$ cat src/rtl/pgwalk_pkg.sv
// Shared types for the two-level page table walker.
// Assumes nothing beyond IEEE 1800-2017 packages.
package pgwalk_pkg;

    // Walk controller states
    typedef enum logic [2:0] {
        ST_IDLE    = 3'd0,
        ST_OUT_REQ = 3'd1,
        ST_OUT_WT  = 3'd2,
        ST_IN_REQ  = 3'd3,
        ST_IN_WT   = 3'd4,
        ST_RESP    = 3'd5
    } walk_state_t;

    // Level reported with a fault
    localparam logic LVL_UPPER = 1'b0;
    localparam logic LVL_LOWER = 1'b1;

endpackage

$ cat src/rtl/pgwalk_split.sv
// Splits a logical address into upper index, lower index and offset.
// Assumes the address width equals the sum of the three field widths.
module pgwalk_split #(
    parameter int OUTER_W = 4,
    parameter int INNER_W = 4,
    parameter int OFF_W   = 8,
    localparam int LA_W   = OUTER_W + INNER_W + OFF_W
) (
    input  logic [LA_W-1:0]    laddr,
    output logic [OUTER_W-1:0] outer_idx,
    output logic [INNER_W-1:0] inner_idx,
    output logic [OFF_W-1:0]   offset
);

    // Field extraction, most significant field first
    always_comb begin
        outer_idx = laddr[LA_W-1 -: OUTER_W];
        inner_idx = laddr[OFF_W +: INNER_W];
        offset    = laddr[OFF_W-1:0];
    end

endmodule

$ cat src/rtl/pgwalk_entry.sv
// Decodes one table entry: the present flag in the top bit, the payload
// in the low bits. Assumes PAYLOAD_W < ENT_W; the bits between are reserved.
module pgwalk_entry #(
    parameter int ENT_W     = 16,
    parameter int PAYLOAD_W = 12
) (
    input  logic [ENT_W-1:0]     word,
    output logic                 present,
    output logic [PAYLOAD_W-1:0] payload
);

    // Present flag and payload field
    always_comb begin
        present = word[ENT_W-1];
        payload = word[PAYLOAD_W-1:0];
    end

endmodule

$ cat src/rtl/pgwalk_fsm.sv
// Walk controller: accepts one request, issues the upper and lower table
// reads in turn, and builds the response. Assumes the memory answers each
// read strobe with exactly one data strobe, after any number of cycles.
module pgwalk_fsm
    import pgwalk_pkg::*;
#(
    parameter int OUTER_W = 4,
    parameter int INNER_W = 4,
    parameter int OFF_W   = 8,
    parameter int FRAME_W = 8,
    parameter int MEM_AW  = 12,
    localparam int PA_W   = FRAME_W + OFF_W
) (
    input  logic               clk,
    input  logic               rst_n,
    input  logic               req_valid,
    output logic               req_ready,
    input  logic [OUTER_W-1:0] outer_idx,
    input  logic [INNER_W-1:0] inner_idx,
    input  logic [OFF_W-1:0]   offset,
    input  logic [MEM_AW-1:0]  root_addr,
    output logic               mem_req_valid,
    output logic [MEM_AW-1:0]  mem_req_addr,
    input  logic               mem_rsp_valid,
    input  logic               up_present,
    input  logic [MEM_AW-1:0]  up_next,
    input  logic               lo_present,
    input  logic [FRAME_W-1:0] lo_frame,
    output logic               rsp_valid,
    output logic               rsp_fault,
    output logic               rsp_fault_lvl,
    output logic [PA_W-1:0]    rsp_paddr
);

    walk_state_t         state_q;
    logic [MEM_AW-1:0]   rd_addr_q;
    logic [INNER_W-1:0]  inner_q;
    logic [OFF_W-1:0]    off_q;
    logic                fault_q;
    logic                lvl_q;
    logic [PA_W-1:0]     paddr_q;

    // State, read address and result registers of the walk
    always_ff @(posedge clk) begin
        if (!rst_n) begin
            state_q   <= ST_IDLE;
            rd_addr_q <= '0;
            inner_q   <= '0;
            off_q     <= '0;
            fault_q   <= 1'b0;
            lvl_q     <= LVL_UPPER;
            paddr_q   <= '0;
        end else begin
            unique case (state_q)
                ST_IDLE: begin
                    if (req_valid) begin
                        rd_addr_q <= root_addr + MEM_AW'(outer_idx);
                        inner_q   <= inner_idx;
                        off_q     <= offset;
                        fault_q   <= 1'b0;
                        lvl_q     <= LVL_UPPER;
                        paddr_q   <= '0;
                        state_q   <= ST_OUT_REQ;
                    end
                end
                ST_OUT_REQ: state_q <= ST_OUT_WT;
                ST_OUT_WT: begin
                    if (mem_rsp_valid) begin
                        if (up_present) begin
                            rd_addr_q <= up_next + MEM_AW'(inner_q);
                            state_q   <= ST_IN_REQ;
                        end else begin
                            fault_q <= 1'b1;
                            lvl_q   <= LVL_UPPER;
                            state_q <= ST_RESP;
                        end
                    end
                end
                ST_IN_REQ: state_q <= ST_IN_WT;
                ST_IN_WT: begin
                    if (mem_rsp_valid) begin
                        if (lo_present) begin
                            paddr_q <= {lo_frame, off_q};
                        end else begin
                            fault_q <= 1'b1;
                            lvl_q   <= LVL_LOWER;
                        end
                        state_q <= ST_RESP;
                    end
                end
                ST_RESP: state_q <= ST_IDLE;
                default: state_q <= ST_IDLE;
            endcase
        end
    end

    // Output decode from the current state
    always_comb begin
        req_ready     = (state_q == ST_IDLE);
        mem_req_valid = (state_q == ST_OUT_REQ) || (state_q == ST_IN_REQ);
        mem_req_addr  = rd_addr_q;
        rsp_valid     = (state_q == ST_RESP);
        rsp_fault     = fault_q;
        rsp_fault_lvl = lvl_q;
        rsp_paddr     = paddr_q;
    end


    accept_drops_ready_chk: assert property (@(posedge clk) disable iff (!rst_n)
        (req_valid && req_ready) |=> !req_ready);


    no_read_when_idle_chk: assert property (@(posedge clk) disable iff (!rst_n)
        mem_req_valid |-> !req_ready);


    rsp_single_pulse_chk: assert property (@(posedge clk) disable iff (!rst_n)
        rsp_valid |=> (!rsp_valid && req_ready));


    mem_req_pulse_chk: assert property (@(posedge clk) disable iff (!rst_n)
        mem_req_valid |=> !mem_req_valid);

endmodule

$ cat src/rtl/pgwalk_top.sv
// Two-level page table walker top: root register, address split,
// entry decoders for both levels and the walk controller.
// Assumes memory words are entries with the present flag in the top bit.
module pgwalk_top #(
    parameter int OUTER_W = 4,
    parameter int INNER_W = 4,
    parameter int OFF_W   = 8,
    parameter int FRAME_W = 8,
    parameter int MEM_AW  = 12,
    parameter int ENT_W   = 16,
    localparam int LA_W   = OUTER_W + INNER_W + OFF_W,
    localparam int PA_W   = FRAME_W + OFF_W
) (
    input  logic              clk,
    input  logic              rst_n,
    input  logic              root_we,
    input  logic [MEM_AW-1:0] root_wdata,
    input  logic              req_valid,
    output logic              req_ready,
    input  logic [LA_W-1:0]   req_laddr,
    output logic              rsp_valid,
    output logic              rsp_fault,
    output logic              rsp_fault_lvl,
    output logic [PA_W-1:0]   rsp_paddr,
    output logic              mem_req_valid,
    output logic [MEM_AW-1:0] mem_req_addr,
    input  logic              mem_rsp_valid,
    input  logic [ENT_W-1:0]  mem_rdata
);

    logic [MEM_AW-1:0]  root_q;
    logic [OUTER_W-1:0] outer_idx;
    logic [INNER_W-1:0] inner_idx;
    logic [OFF_W-1:0]   offset;
    logic               up_present;
    logic [MEM_AW-1:0]  up_next;
    logic               lo_present;
    logic [FRAME_W-1:0] lo_frame;

    // Root register, rewritten on an address-space switch
    always_ff @(posedge clk) begin
        if (!rst_n) root_q <= '0;
        else if (root_we) root_q <= root_wdata;
    end

    pgwalk_split #(
        .OUTER_W(OUTER_W), .INNER_W(INNER_W), .OFF_W(OFF_W)
    ) u_split (
        .laddr(req_laddr), .outer_idx(outer_idx),
        .inner_idx(inner_idx), .offset(offset)
    );

    pgwalk_entry #(.ENT_W(ENT_W), .PAYLOAD_W(MEM_AW)) u_up_ent (
        .word(mem_rdata), .present(up_present), .payload(up_next)
    );

    pgwalk_entry #(.ENT_W(ENT_W), .PAYLOAD_W(FRAME_W)) u_lo_ent (
        .word(mem_rdata), .present(lo_present), .payload(lo_frame)
    );

    pgwalk_fsm #(
        .OUTER_W(OUTER_W), .INNER_W(INNER_W), .OFF_W(OFF_W),
        .FRAME_W(FRAME_W), .MEM_AW(MEM_AW)
    ) u_fsm (
        .clk(clk), .rst_n(rst_n),
        .req_valid(req_valid), .req_ready(req_ready),
        .outer_idx(outer_idx), .inner_idx(inner_idx), .offset(offset),
        .root_addr(root_q),
        .mem_req_valid(mem_req_valid), .mem_req_addr(mem_req_addr),
        .mem_rsp_valid(mem_rsp_valid),
        .up_present(up_present), .up_next(up_next),
        .lo_present(lo_present), .lo_frame(lo_frame),
        .rsp_valid(rsp_valid), .rsp_fault(rsp_fault),
        .rsp_fault_lvl(rsp_fault_lvl), .rsp_paddr(rsp_paddr)
    );


    fault_zero_paddr_chk: assert property (@(posedge clk) disable iff (!rst_n)
        (rsp_valid && rsp_fault) |-> (rsp_paddr == '0));


    root_hold_chk: assert property (@(posedge clk) disable iff (!rst_n)
        !root_we |=> $stable(root_q));

endmodule

$ cat config.mk
export PLATFORM = sky130hd
export DESIGN_NAME = pgwalk_top
export DESIGN_NICKNAME = d
export VERILOG_FILES = /design/src/rtl/pgwalk_pkg.sv /design/src/rtl/pgwalk_split.sv /design/src/rtl/pgwalk_entry.sv /design/src/rtl/pgwalk_fsm.sv /design/src/rtl/pgwalk_top.sv
export SDC_FILE = /design/constraint.sdc
export NUM_CORES = 1
export LEC_CHECK = 0
export BUFFER_PORTS_ARGS = -buffer_cell sky130_fd_sc_hd__buf_2
export CAP_MARGIN = 20
export CORE_UTILIZATION = 42
export CTS_CLUSTER_SIZE = 20
export DETAILED_ROUTE_END_ITERATION = 12
export PLACE_DENSITY = 0.72
export SYNTH_ARGS = -nofsm -noshare
export SYNTH_HDL_FRONTEND = slang
export SYNTH_HIERARCHICAL = 1
export SYNTH_SLANG_ARGS = --single-unit
$ cat constraint.sdc
create_clock -name clk -period 1.7 [get_ports clk]
set_input_delay 0.085 -clock clk [delete_from_list [all_inputs] [get_ports clk]]
set_output_delay 0.085 -clock clk [all_outputs]
set_load 0.005 [all_outputs]
Word-level counts from Yosys, hierarchy flattened
Index checks and enable logic that the tools add are counted.
W data, S select, Z words.
{"block": "word_totals", "input_bits": 49, "regBits": 57}
{"block": "op_classes", "muxes": 20, "addsub": 2, "reduce_logical": 13, "eq_ne": 14}
{"op": "$mux W16", "count": 3}
{"op": "$mux W12", "count": 3}
{"op": "$pmux W16 S2", "count": 1}
{"op": "$add A12 B4 Y12", "count": 2}
{"op": "$pmux W12 S2", "count": 1}
{"op": "$ne A2 B2 Y1 const B", "count": 8}
{"op": "$pmux W3 S5", "count": 1}
{"op": "$mux W3", "count": 4}
{"op": "$reduce_and A4 Y1", "count": 3}
{"op": "$eq A3 B2 Y1 const B", "count": 2}
{"op": "$eq A3 B3 Y1 const B", "count": 2}
{"op": "$reduce_and A6 Y1", "count": 1}
{"op": "$reduce_bool A2 Y1", "count": 3}
{"op": "$mux W1", "count": 5}
{"op": "$eq A3 B1 Y1 const B", "count": 1}
{"op": "$logic_not A3 Y1", "count": 1}
{"op": "$pmux W1 S3", "count": 1}
{"op": "$reduce_and A3 Y1", "count": 1}
{"op": "$reduce_bool A3 Y1", "count": 1}
{"op": "$ne A2 B1 Y1 const B", "count": 1}
{"op": "$pmux W1 S2", "count": 1}
{"op": "$reduce_and A2 Y1", "count": 1}
{"op": "$reduce_or A2 Y1", "count": 1}
{"op": "$logic_or A1 B1 Y1", "count": 1}

Depth between registers and ports, before layout
{"block": "logic_depth", "word_depth": 4, "mapped_depth": 9, "ltp_nobuf": 8}

By module
The synthesis kept the hierarchy.
{"module": "pgwalk_fsm", "area_each_um2": 2640.0, "cells_per_inst": 312, "n_inst": 1}
{"module": "pgwalk_top", "area_each_um2": 450.4, "cells_per_inst": 38, "n_inst": 1}
{"module": "pgwalk_split", "area_each_um2": 120.1, "cells_per_inst": 16, "n_inst": 1}
{"module": "pgwalk_entry (u_up_ent)", "area_each_um2": 97.6, "cells_per_inst": 13, "n_inst": 1}
{"module": "pgwalk_entry (u_lo_ent)", "area_each_um2": 67.6, "cells_per_inst": 9, "n_inst": 1}

Worst setup path before layout
Ideal clock, no wire load.
{"block": "synth_timing", "path_type": "register to register", "from": "register u_fsm.inner_q[0]", "to": "register u_fsm.rd_addr_q[10] (netlist: u_fsm/mem_req_addr[10])", "slack_ns": -0.180, "arrival_ns": 1.788, "required_ns": 1.608, "setup_time_ns": 0.092, "stages_incl_launch_ff": 9, "path_buffers": 0, "cell_sequence": "dfxtp_1 -> ha_1 -> inv_1 -> fa_1 -> nand2b_1 -> a211oi_2 -> and4_1 -> nor3_1 -> o32ai_1"}
{"block": "synth_between", "elab_chain_cells": 4}
{"item": "start, declared", "line": "pgwalk_fsm.sv:37", "text": "logic [INNER_W-1:0] inner_q;"}
{"item": "start signal, assigned", "line": "pgwalk_fsm.sv:58", "text": "inner_q <= inner_idx;"}
{"item": "$add A12 B4 Y12", "line": "pgwalk_fsm.sv:70", "text": "rd_addr_q <= up_next + MEM_AW'(inner_q);"}
{"item": "$mux W12", "line": "pgwalk_fsm.sv:69", "text": "if (up_present) begin"}
{"item": "$mux W12", "line": "pgwalk_fsm.sv:68", "text": "if (mem_rsp_valid) begin"}
{"item": "$pmux W12 S2", "line": "pgwalk_fsm.sv:54", "text": "unique case (state_q)"}
{"item": "end signal, assigned", "line": "pgwalk_fsm.sv:57", "text": "rd_addr_q <= root_addr + MEM_AW'(outer_idx);"}
{"item": "end signal, assigned", "line": "pgwalk_fsm.sv:70"}
{"item": "end, declared", "line": "pgwalk_fsm.sv:36", "text": "logic [MEM_AW-1:0] rd_addr_q;"}
Every way passes these cells. The select of a mux whose other input is x is not followed.
A chain may end at the register's enable or synchronous reset.

Worst setup path in the final report
Same ends and word-level chain as after synthesis.

==> results.md <==
- Syn Std Cell Area: between 3000 and 4000 um2
- Routed Antenna Nets: 0
- Routed vias: roughly 2800
- H-tree Lvls: 3
- Clock sinks: 57
- Placed wire-length estimate: ~5.4 mm
- Seq pwr share: between 40% and 50%
- Layout cell share with drive strength beyond 1: 33.70%
- Cell variety after synth: 55
- Storage cell area: between 1000 and 1500 um2
- Yosys warning total: 6
- Setup_tns: -0.4744 ns
- Maximum clock frequency: around 0.53 GHz
- Root buf cell: clkbuf_8
- Logic gate share of total power: a little over a fifth
- RR Startpoint: u_fsm/inner_q[0]
- Seq cells post-synth: between 50 and 60
- Worst Path Buf+Inv: 1
- Synthesized net count: about 450
- PortBufs: 78
- GRT Overall Usage: roughly 18%
- Ys flop type: dfxtp_1
- Unrepaired setup endpoints after global routing: true
- Switching power as a share of total power: 27.28%
- Sequential element share of the synthesized area: roughly a third
- Final Setup Violations: 4
- Max Root-Sink Buffers: 2
- Synth area leaders: dfxtp_1 (34%), buf_4 (9.3%), nand2_1 (6.2%)
- Failing checks: negative setup slack
- # DRC: 0
- Slew Viols, Final: 0
- Final min period: between 1.5 and 2 ns
- Initial core utilization: 43.46%
- Kind of critical path: flop to flop
- Die Span Y: 91.65 um
- Worst EP required: just under 2 ns
- Cell count after synthesis: 388
- Initial antenna violation count: 0
- Setup Skew: 0.006852 ns
- First-pass GRT wire length: between 10 and 15 mm
- Post-synth EDFFs: 0
- Final worst setup slack: -0.1897 ns
- CP Launch Type: flop
- # fillers: around 740
- PD cells: roughly 830 nW/um2
- Multi-input gate area: ~1900 um2
- CP peak stage delay: between 0.3 and 0.4 ns
- R2R Path End: u_fsm/mem_req_addr[10]
- Synth top area share: between 30% and 40%
- Maximum VDD drop: ~0.62 mV
- Std-Cell Rows: 32
- Status: complete, but fails checks
- Flop2flop setup slack: -0.19 ns
- Max Cap Viol: 0
- Die footprint: 8400 um2
- Clock power share: between 30% and 40%
- Antenna Cells: 0
- Number of global-route vias before repair: between 2000 and 3000
- Vias/cell: between 5 and 6
- Tcrit/Tclk final: 111.2%
- RePlAce Congestion: ~0.85
- CP Capture Type: flop
- Chip Width: roughly 92 um
- Clk Latency, worst-skew pair: 0.33 ns
- WP depth: 8
- Hold Path Class: input pin to flop
- Switching power: 950.0 uW
- Final hold violation count: 0
- Int Pwr: between 2 and 3 mW
- Leak: between 1.5 and 2 nW
- Core ar.: 7767 um2
- Detailed Route WL: 7.427 mm
- Crit path DAT: between 2 and 2.5 ns
- CTS tree: built
- CTS Buf Count: 9
- P&R area growth vs syn: 23.76%
- CP max-delay cell: dfxtp_2
- 1st-iter DRT viols: between 100 and 150
- Ports: 82
- Setup crit end: u_fsm/mem_req_addr[10]
- Relative slew slack: roughly 73%
- Crit. Startpoint: u_fsm/inner_q[0]
- Avg WL per Cell: about 13 um
- Final core occ: between 50 and 60%
- Overflow after GRT: 0
- Drt pass-1 iters: 4
- Nets: ~520
- Yosys top cell by area: dfxtp_1
- Critical path peak fanout: 3
- Largest net degree at the start of global routing: 33
- Reg2reg path depth: 8
- Average cell area after synthesis: around 8.7 um2
- Slew @ Worst Pin: 0.4036 ns
- Crit-path cells: ha_4 -> inv_2 -> fa_2 -> nand2b_4 -> a211oi_4 -> and4_1 -> nor3_1 -> o32ai_1
- Async set-reset flop share out of synthesis: 0%
- CTS clk-pin slew, worst paths: roughly 0.060 ns
- Worst path top cell family by delay: compound AO/OA/AOI/OAI gates
[sequential cells by signal (all words and copies together) (netlist names)]
signal               cells
root_q                  12
u_fsm/state_q            3
u_fsm/off_q              8
u_fsm/inner_q            4
u_fsm/rsp_paddr         16
u_fsm/rsp_fault          1
u_fsm/mem_req_addr      12
u_fsm/rsp_fault_lvl      1
[power by group through the flow]
stage | Combinational, mW | Sequential, mW | Clock, mW
4_1_cts | 0.729 | 1.48 | 1.30
5_1_grt | 0.830 | 1.49 | 1.37
3_5_place_dp | 0.677 | 1.51 | 0
2_1_floorplan | 0.517 | 1.49 | 0
6_report | 0.753 | 1.48 | 1.25
3_3_place_gp | 0.667 | 1.50 | 0
[layer usage]
metal,vias up,GRT usage [%],share of wire [%],wire [um]
li1,1443,-,-,-
met1,1301,23.91,47,3511
met2,77,28.38,46,3451
met3,7,5.721,5.5,405
met4,0,4.762,0.79,59
met5,-,0,0,0
[through the flow]
step | instances | hold WS (ns) | setup slack (ns) | total power, mW | cell area, um2
detailed placement | 528 | 0.3514 | -0.2580 | 2.184 | 3690
CTS | 560 | 0.0008976 | -0.1835 | 3.507 | 4110
floorplan | 388 | 0.2132 | -0.1134 | 2.003 | 3411
global route | 562 | 0.007182 | -0.2565 | 3.694 | 4178
finish | 562 | 0.01611 | -0.1897 | 3.483 | 4178
global placement | 528 | 0.3411 | -0.1833 | 2.171 | 3690
[what timing repair did]
action / 4_1_cts / 5_1_grt
resized for setup: 13 / 11
endpoints found under the setup margin: 7 / 8
hold endpoints to repair: 16 / 0
buffers inserted: 1 / 2
hold buffers: 16 / 0
pin swaps: 11 / 14
cloned: 0 / 0
[cells in the mapped netlist, types with 2 or more instances]
library cell	number
a211oi_1	7
a211oi_2	2
a21boi_0	15
a21boi_1	15
a21o_1	2
a21oi_1	11
a311oi_1	3
a31o_2	2
a31oi_1	4
a32o_1	2
and2_1	4
and3_1	2
and4_1	2
buf_2	11
buf_4	42
clkbuf_1	6
dfxtp_1	57
fa_1	2
ha_1	8
inv_1	9
mux2i_1	13
nand2_1	56
nand2b_1	4
nand3_1	7
nand3b_1	17
nand4_1	5
nor2_1	14
nor2b_1	14
nor3_1	6
nor3b_1	3
o211a_1	3
o21a_1	2
o21ai_0	5
o21bai_1	2
o32ai_1	3
xor2_1	9
[worst min path at each step]
stage / endpoint / depth (start not counted) / slack (ns) / from
6_report: root_q[7] / 3 / 0.02 / root_wdata[7]
5_1_grt: root_q[7] / 3 / 0.007 / root_wdata[7]
3_3_place_gp: root_q[3] / 3 / 0.34 / root_wdata[3]
4_1_cts: root_q[7] / 3 / 0.0009 / root_wdata[7]
3_5_place_dp: u_fsm/off_q[6] / 3 / 0.35 / req_laddr[6]
2_1_floorplan: root_q[11] / 1 / 0.21 / rst_n
[cell usage in the layout, fill, tap and decap left out, types with 3 or more instances in the layout]
| cell | netlist | layout |
|---|---|---|
| o32ai_1 | 3 | 3 |
| nand3b_1 | 17 | 17 |
| xor2_1 | 9 | 9 |
| dlygate4sd3_1 | 0 | 16 |
| mux2i_1 | 13 | 13 |
| a211oi_1 | 7 | 3 |
| and2_1 | 4 | 4 |
| a311oi_1 | 3 | 3 |
| buf_2 | 11 | 78 |
| o21ai_0 | 5 | 4 |
| inv_1 | 9 | 8 |
| a21oi_1 | 11 | 8 |
| a211oi_2 | 2 | 4 |
| dfxtp_1 | 57 | 52 |
| nand2_1 | 56 | 56 |
| a21boi_0 | 15 | 15 |
| buf_4 | 42 | 23 |
| nand4_1 | 5 | 5 |
| a21boi_1 | 15 | 15 |
| a31oi_1 | 4 | 4 |
| nand2b_4 | 1 | 3 |
| dfxtp_2 | 0 | 5 |
| ha_1 | 8 | 5 |
| nor3_1 | 6 | 6 |
| nand3_1 | 7 | 7 |
| nor2_1 | 14 | 14 |
| o211a_1 | 3 | 3 |
| nor3b_1 | 3 | 3 |
| nor2b_1 | 14 | 14 |
| clkbuf_8 | 0 | 11 |
[tightest hold or removal path, cell delays in order]
cell and delay [ns]:
buf_2 0.08, mux2i_1 0.05, nor2b_1 0.10
[final cells by class]
cell class                      instances  share of cell area, %
Clock buffer                           12                  3.714
Clock inverter                          3                 0.9584
Inverter                                9                 0.8086
Multi-Input combinational cell        261                  46.21
Sequential cell                        57                  27.46
Tap cell                              102                  3.055
Timing Repair Buffer                  118                  17.79
[cells by family after synthesis]
kind of cell	share of synthesized area [%]
AND/OR/NAND/NOR	23.02
AO/OA/AOI/OAI	19.46
buffers and inverters	13.12
flip-flops	33.80
multiplexers	3.855
XOR/XNOR	2.595
adder cells (fa/ha/maj)	4.151
Power figures use the tool's default switching activity.
